[src/rtl/pwr_rst_pkg.sv]
// Shared types for the reset and low-power controller.
// Assumes: nothing beyond IEEE 1800-2017.
package pwr_rst_pkg;
    // Operating state of the core as seen by the controller.
    typedef enum logic [1:0] {
        LP_RUN   = 2'd0,
        LP_IDLE  = 2'd1,
        LP_PDOWN = 2'd2
    } lp_state_t;
endpackage

[src/rtl/pwr_rst_qual.sv]
// Reset-pin qualifier. It asserts qual_rst once the pin has been sampled high
// on QUAL_CYCLES consecutive edges. It holds qual_rst while the pin stays high
// and releases it on the first low sample.
// Assumes: pin is already synchronous to clk.
module pwr_rst_qual #(
    parameter int QUAL_CYCLES = 24
) (
    input  logic clk,
    input  logic rst_n,
    input  logic pin,
    output logic qual_rst
);
    localparam int CW = $clog2(QUAL_CYCLES + 1);
    localparam logic [CW-1:0] LAST = CW'(QUAL_CYCLES - 1);

    logic [CW-1:0] hi_cnt;

    // Count consecutive high samples; restart on any low sample.
    always_ff @(posedge clk) begin
        if (!rst_n) begin
            hi_cnt   <= '0;
            qual_rst <= 1'b0;
        end else if (!pin) begin
            hi_cnt   <= '0;
            qual_rst <= 1'b0;
        end else if (hi_cnt == LAST) begin
            qual_rst <= 1'b1;
        end else begin
            hi_cnt <= hi_cnt + 1'b1;
        end
    end
endmodule

[src/rtl/pwr_clk_div2.sv]
// Divide-by-two phase generator. It uses only the rising edge of the raw
// clock, so the input duty cycle does not matter.
// Assumes: clk is the raw oscillator.
module pwr_clk_div2 (
    input  logic clk,
    input  logic rst_n,
    output logic phase
);
    // Toggle once per oscillator period.
    always_ff @(posedge clk) begin
        if (!rst_n) phase <= 1'b0;
        else        phase <= ~phase;
    end
endmodule

[src/rtl/pwr_lp_fsm.sv]
// Low-power state machine. It enters idle or power-down at an instruction
// boundary, and power-down wins if both are requested. It leaves idle on an
// interrupt or reset and leaves power-down on reset only. Each exit sends a
// one-cycle clear strobe for the matching request bit.
// Assumes: request bits are levels that stay set until the clear strobe.
module pwr_lp_fsm
    import pwr_rst_pkg::*;
(
    input  logic      clk,
    input  logic      rst_n,
    input  logic      core_rst,
    input  logic      req_idle,
    input  logic      req_pdown,
    input  logic      instr_done,
    input  logic      irq_pending,
    output lp_state_t state,
    output logic      clr_idle,
    output logic      clr_pdown
);
    lp_state_t nxt;
    logic      nxt_clr_idle;
    logic      nxt_clr_pdown;

    // Next-state and exit-strobe decode.
    always_comb begin
        nxt           = state;
        nxt_clr_idle  = 1'b0;
        nxt_clr_pdown = 1'b0;
        unique case (state)
            LP_RUN: begin
                if (!core_rst && instr_done) begin
                    if (req_pdown)     nxt = LP_PDOWN;
                    else if (req_idle) nxt = LP_IDLE;
                end
            end
            LP_IDLE: begin
                if (core_rst || irq_pending) begin
                    nxt          = LP_RUN;
                    nxt_clr_idle = 1'b1;
                end
            end
            LP_PDOWN: begin
                if (core_rst) begin
                    nxt           = LP_RUN;
                    nxt_clr_pdown = 1'b1;
                end
            end
            default: nxt = LP_RUN;
        endcase
    end

    // State and strobe registers.
    always_ff @(posedge clk) begin
        if (!rst_n) begin
            state     <= LP_RUN;
            clr_idle  <= 1'b0;
            clr_pdown <= 1'b0;
        end else begin
            state     <= nxt;
            clr_idle  <= nxt_clr_idle;
            clr_pdown <= nxt_clr_pdown;
        end
    end
endmodule

[src/rtl/pwr_rst_ctrl.sv]
// Top of the reset and low-power controller. It combines the reset-pin
// qualifier, the divide-by-two phase and the low-power state machine, and
// forms the clock and oscillator enables from them.
// Assumes: all inputs are synchronous to clk_osc. The qualifier is clocked
// even in power-down, where a board-level reset restarts the oscillator.
module pwr_rst_ctrl
    import pwr_rst_pkg::*;
#(
    parameter int QUAL_CYCLES = 24
) (
    input  logic clk_osc,
    input  logic rst_n,
    input  logic rst_pin,
    input  logic req_idle,
    input  logic req_pdown,
    input  logic instr_done,
    input  logic irq_pending,
    output logic core_rst,
    output logic clk_phase,
    output logic cpu_clk_en,
    output logic per_clk_en,
    output logic osc_en,
    output logic clr_idle,
    output logic clr_pdown
);
    lp_state_t st;

    pwr_rst_qual #(.QUAL_CYCLES(QUAL_CYCLES)) u_qual (
        .clk      (clk_osc),
        .rst_n    (rst_n),
        .pin      (rst_pin),
        .qual_rst (core_rst)
    );

    pwr_clk_div2 u_div (
        .clk   (clk_osc),
        .rst_n (rst_n),
        .phase (clk_phase)
    );

    pwr_lp_fsm u_fsm (
        .clk         (clk_osc),
        .rst_n       (rst_n),
        .core_rst    (core_rst),
        .req_idle    (req_idle),
        .req_pdown   (req_pdown),
        .instr_done  (instr_done),
        .irq_pending (irq_pending),
        .state       (st),
        .clr_idle    (clr_idle),
        .clr_pdown   (clr_pdown)
    );

    // Gate the phase by state: the CPU runs only in run, peripherals stop only in power-down.
    always_comb begin
        cpu_clk_en = clk_phase && (st == LP_RUN);
        per_clk_en = clk_phase && (st != LP_PDOWN);
        osc_en     = (st != LP_PDOWN);
    end
endmodule

[config.mk]
export PLATFORM = sky130hd
export DESIGN_NAME = pwr_rst_ctrl
export DESIGN_NICKNAME = d
export VERILOG_FILES = /design/src/rtl/pwr_rst_pkg.sv /design/src/rtl/pwr_rst_qual.sv /design/src/rtl/pwr_clk_div2.sv /design/src/rtl/pwr_lp_fsm.sv /design/src/rtl/pwr_rst_ctrl.sv
export SDC_FILE = /design/constraint.sdc
export NUM_CORES = 1
export LEC_CHECK = 0
export BUFFER_PORTS_ARGS = -buffer_cell sky130_fd_sc_hd__clkbuf_2
export CORE_AREA = 4 4 41 43
export CTS_CLUSTER_DIAMETER = 50
export DETAILED_ROUTE_END_ITERATION = 7
export DIE_AREA = 0 0 45 47
export GPL_ROUTABILITY_DRIVEN = 0
export GPL_TIMING_DRIVEN = 0
export SYNTH_ARGS = -nofsm -noshare
export SYNTH_HDL_FRONTEND = slang
export SYNTH_SLANG_ARGS = --single-unit
[constraint.sdc]
create_clock -name clk_osc -period 1.4 [get_ports clk_osc]
set_clock_uncertainty 0.15 [all_clocks]
set_input_delay 0.07 -clock clk_osc [delete_from_list [all_inputs] [get_ports clk_osc]]
set_output_delay 0.07 -clock clk_osc [all_outputs]
set_load 0.005 [all_outputs]
Word-level counts from Yosys, hierarchy flattened:

Cells that the tools add are included.

* output and inout bits: 7
* bits in read-only memories: 0
* bits in registers: 11
* input bits: 7
* latch bits: 0
* logic and storage cells: 34
* memories: 0
* memory bits (writable): 0

* reductions and logical operators: 10
* $lt $le $gt $ge: 0
* multiplexer cells: 8
* $mul: 0
* bitwise operators: 1
* equal/unequal tests: 8
* shifts and indexed selects: 0
* add/subtract/negate cells: 1
* div/mod/pow operators: 0

Operators with widths (number)
* two-way mux 2 bit: 5
* one-hot mux 2 bit (3 select lines): 1
* AND reduction 2 bit: 3
* adder 5 x 1 -> 5 bit, second input constant: 1
* == test 5 bit, second input constant: 1
* inequality test 2 x 1 -> 1 bit, second input constant: 2
* inequality test 2 bit, second input constant: 2
* AND reduction 4 bit: 1
* logical AND 1 bit: 3
* inequality test 3 bit, second input constant: 1
* == test 2 x 1 -> 1 bit, second input constant: 1
* == test 2 bit, second input constant: 1
* zero test 2 bit: 1
* two-way mux 1 bit: 2
* zero test 1 bit: 1
* logical OR 1 bit: 1
* inverter 1 bit: 1

Logic depth before layout (Yosys ltp):

* depth after elaboration: 4
* depth in mapped cells: 4
* mapped depth without buffers: 4

Hierarchy:

From an unflattened synthesis, not the netlist that was laid out.

* cell total of the unflattened synthesis: 45
* area total of the unflattened synthesis: 466.7 µm²

Modules (own cells, without submodules)
* pwr_rst_qual: area an instance 254.0 µm², sequential area each 120.1 µm², cells each 26, instances 1
* pwr_lp_fsm: area an instance 148.9 µm², sequential area each 80.1 µm², cells each 14, instances 1
* pwr_clk_div2: area an instance 33.8 µm², sequential area each 20.0 µm², cells each 2, instances 1
* pwr_rst_ctrl: area an instance 30.0 µm², sequential area each 0.0 µm², cells each 3, instances 1

Worst setup path before layout:

Ideal clock, no wire load.

* path kind: register -> register
* from: register u_qual.hi_cnt[0]
* to: register u_qual.hi_cnt[1]
* slack: 229 ps
* arrival: 955 ps
* period minus slack after synthesis: 1171 ps
* setup time: 66 ps
* stages on the path, launching flop included: 5
* path buffers: 0
* path through: dfxtp_1 ha_1 and4b_1 nand2_1 a21oi_2

* word-level cells in the longest chain between the ends: 1
* elaborated cells on any way between the ends: 2
* classes of those cells: add/sub (1); eq/ne (1)

Ends and longest elaborated chain
* start, declared: RTL line pwr_rst_qual.sv:16 `logic [CW-1:0] hi_cnt;`
* start signal, assigned: RTL line pwr_rst_qual.sv:29 `hi_cnt <= hi_cnt + 1'b1;`
* adder 5 x 1 -> 5 bit / == test 5 bit (equally long branches): RTL line pwr_rst_qual.sv:29, pwr_rst_qual.sv:26

Parallel ways exist; a longest one is shown, timed or not.
A chain may end at the register's enable or synchronous reset.

Worst setup path after layout:

* from: register u_fsm.state[0]
* to: output port per_clk_en

* word-level cells in the longest chain between the ends: 2

Ends and longest elaborated chain
* start, declared: RTL line pwr_lp_fsm.sv:16 `output lp_state_t state,`
* start signal, assigned: RTL line pwr_lp_fsm.sv:59 `state <= nxt;`
* inequality test 2 bit: RTL line pwr_rst_ctrl.sv:57 `per_clk_en = clk_phase && (st != LP_PDOWN);`
* logical AND 1 bit: RTL line pwr_rst_ctrl.sv:57
* end, declared: RTL line pwr_rst_ctrl.sv:21 `output logic per_clk_en,`

No other way between the ends.

==> results.yml <==
run_status:
  status: "completed"
power_and_ir_drop:
  ir_drop_uv: 419
  p_sw_mw: 0.140
  powerDensity_mw_per_mm2: 989
  power_frac_comb_pct: 9.8
  p_int_mw: 0.467
  p_total_mw: 0.607
  clkPwrFrac_pct: 35.9
  switching_share_pct: 23.1
  leakage_nw: 0.261
  seqPwrFrac_pct: 54.3
floorplan:
  fp.dieW_um: 45
  ios: 14
  coreArea_mm2: 0.00130
  core.rowCount: 13
  start_util_pct: 33.2
  die-area_mm2: 0.00212
  die_h_um: 47
cells_and_area:
  fin_nets: 80
  syn2layout_area_growth_pct: 42.3
  drive_above_1_share_pct: 26.8
  fill_cells: 133
  final_common_cell: "clkbuf_2"
  design_area_um2: 614
  final_cell_mix: "13 x clkbuf_2, 9 x dfxtp_1, 7 x nor2_1, 7 x dlygate4sd3_1, 5 x nand2_1"
  n_antenna_cell: 0
logic_synthesis:
  synth.distinct_cells: 20
  ys_seq_elements: 11
  netlist_instances: 47
  synthSimpleGateAreaFrac_pct: 30.7
  synth_compound_area_share_pct: 8.41
  synthesis.area_um2: 432
  netlist_top_cells_area: "dfxtp_1 51%, nor2_1 6.1%, nor3_1 4.6%"
  ys_seq_area_share_pct: 51.0
  syn_area_per_cell_um2: 9.18
  synth-xor-area-share_pct: 6.09
  muxShareOfSynthArea_pct: 0
  synth_top_family_by_area: "simple AND/OR/NAND/NOR gates"
  ys_warn_count: 0
  yosys.area.top_type: "dfxtp_1"
  synth_fa_ha_area_share_pct: 2.90
  syn-num-nets: 55
  synth_top_area_share_pct: 51.0
routing:
  vias: 400
  drt_iter0_markers: 3
  avgRoutedWirePerCell_um: 10.4
  ant_nets: 0
  drc: 0
  first_pass_iters: 4
  wl_um: 895
  vias_per_cell: 4.65
critical_path:
  crit_path_top_delay_cell: "dfxtp_2"
  r2r-start: "u_qual.hi_cnt[0]"
  worst-path-max-fanout: 6
  critPathKind: "reg -> out"
  cpPeakStageDelay_ns: 0.35
  path_cells: "nand2b_1 -> and2_1 -> clkbuf_2"
  worstPathArrival_ns: 1.07
  startpoint_type: "register"
  cp_num_buf_inv: 1
  critPathTopFamily: "flip-flops"
  required_ns: 1.18
  crit_start: "u_fsm.state[0]"
  cp-end-kind: "primary output"
timing:
  rsz0062_at_grt: "false"
  fmax_mhz: 775
  tightest_slew_ns: 0.198
  finalSetupTns_ns: 0
  hold_violations: 0
  post-route-period-util_pct: 92.2
  finalCriticalPeriod_ns: 1.29
  relSlewSlack_pct: 86.8
  finalSetupViolCount: 0
  drv_slew: 0
  setup_slack_ns: 0.109
  whs_ns: 0.00416
place:
  numPortBuffers: 13
  preCtsSetupSlack_ns: 0.139
  dp_hpwl_um: 598
  dpl_cell_area_um2: 515
global_route:
  grt_pass1_vias: 373
  grt_pass1_wl_um: 1570
  grt_overflow: 0
  grt_max_degree: 7
  grt_antenna_before_repair: 0
  grt_usage_pct: 10.6
clock_network:
  cts.clk_slew.worst_paths_ns: 0.08
  clk_latency_ns: 0.27
  cts_root_buffer: "clkbuf_4"
  tritoncts.num_buffers: 3
  cts.sinks: 11
  htreeDepth: 1
  cts_tree: "yes"
  post_cts.repair.setup_buffers: 0
  ctsLongestPathBuffers: 2
job:
  drv_cap: 0
min_path:
  hp-start: "rst_n"
  hold_class: "in -> reg"
[routing by layer]
layer	global-route usage (%)	part of all wire, %	vias to the layer above	wire length, um
met5	0	0	-	0
met4	8.77	1.3	0	12
met3	3.45	7.0	2	63
met2	15.5	47	12	419
met1	12.7	45	174	400
li1	-	-	212	-
[registers in the layout, indices dropped and copies added, names as in the netlist]
name and count:
u_div.phase 1, u_qual.hi_cnt 5, u_fsm.clr_pdown 1, u_fsm.state 2, u_qual.qual_rst 1, u_fsm.clr_idle 1
[cell usage after synthesis]
cell type	number
o211ai_1	1
dfxtp_1	11
nand2_1	5
nor2b_1	1
nor3b_1	1
ha_1	1
and2_1	1
nor3_1	4
and4b_1	1
a21oi_1	1
inv_1	1
a21oi_2	1
a31oi_1	1
xnor2_1	1
a32oi_1	1
nand3_1	2
xor2_1	2
nand2b_1	3
nor2_1	7
nand4b_1	1
[worst register-to-register path: stages, from the launching register on]
cell,delay [ns]
dfxtp_1,0.37
ha_1,0.25
and4b_1,0.27
nand2_1,0.08
a21oi_2,0.10
[cell families after synthesis]
kind of cell	count (synthesis)
xor+xnor	3
flops	11
simple gates	26
buf+inv	1
compound gates	5
fa+ha+maj	1
[metrics by stage]
| step | utilization [%] | std cells |
|---|---|---|
| finish | 47.2 | 86 |
| global route | 47.2 | 86 |
| CTS | 47.0 | 86 |
| detailed placement | 39.6 | 75 |
| global placement | 39.6 | 75 |
| floorplan | - | 47 |
[repair_timing]
item                                   CTS  global route
resized for setup                        0             2
hold buffers                             7             1
endpoints found under the hold margin    7             1
setup endpoints to repair                0             2
[final cells by class]
cell class,count,area [um^2],area share [%]
clock buffers,4,26.3,4.28
multi-input cells,35,208,33.8
repair buffers,20,135,22.0
flip-flops and latches,11,223,36.3
inverters,1,3.75,0.611
well taps,15,18.8,3.05
[path summary, 6_finish.rpt]
check | to | slack (ns) | cells after the start
min | u_qual.hi_cnt[1] | 0.004 | 3
min reg2reg | u_div.phase | 0.31 | 1
max reg2reg | u_qual.hi_cnt[1] | 0.11 | 4
max | per_clk_en | 0.11 | 3
[power by group through the flow]
stage	Sequential (mW)	Combinational [mW]	Clock, mW
2_1_floorplan	0.335	0.0222	0
4_1_cts	0.329	0.0592	0.223
3_3_place_gp	0.336	0.0452	0
3_5_place_dp	0.337	0.0452	0
5_1_grt	0.331	0.0685	0.246
6_report	0.330	0.0596	0.218
Note: power is estimated with default switching activity, not from simulation.
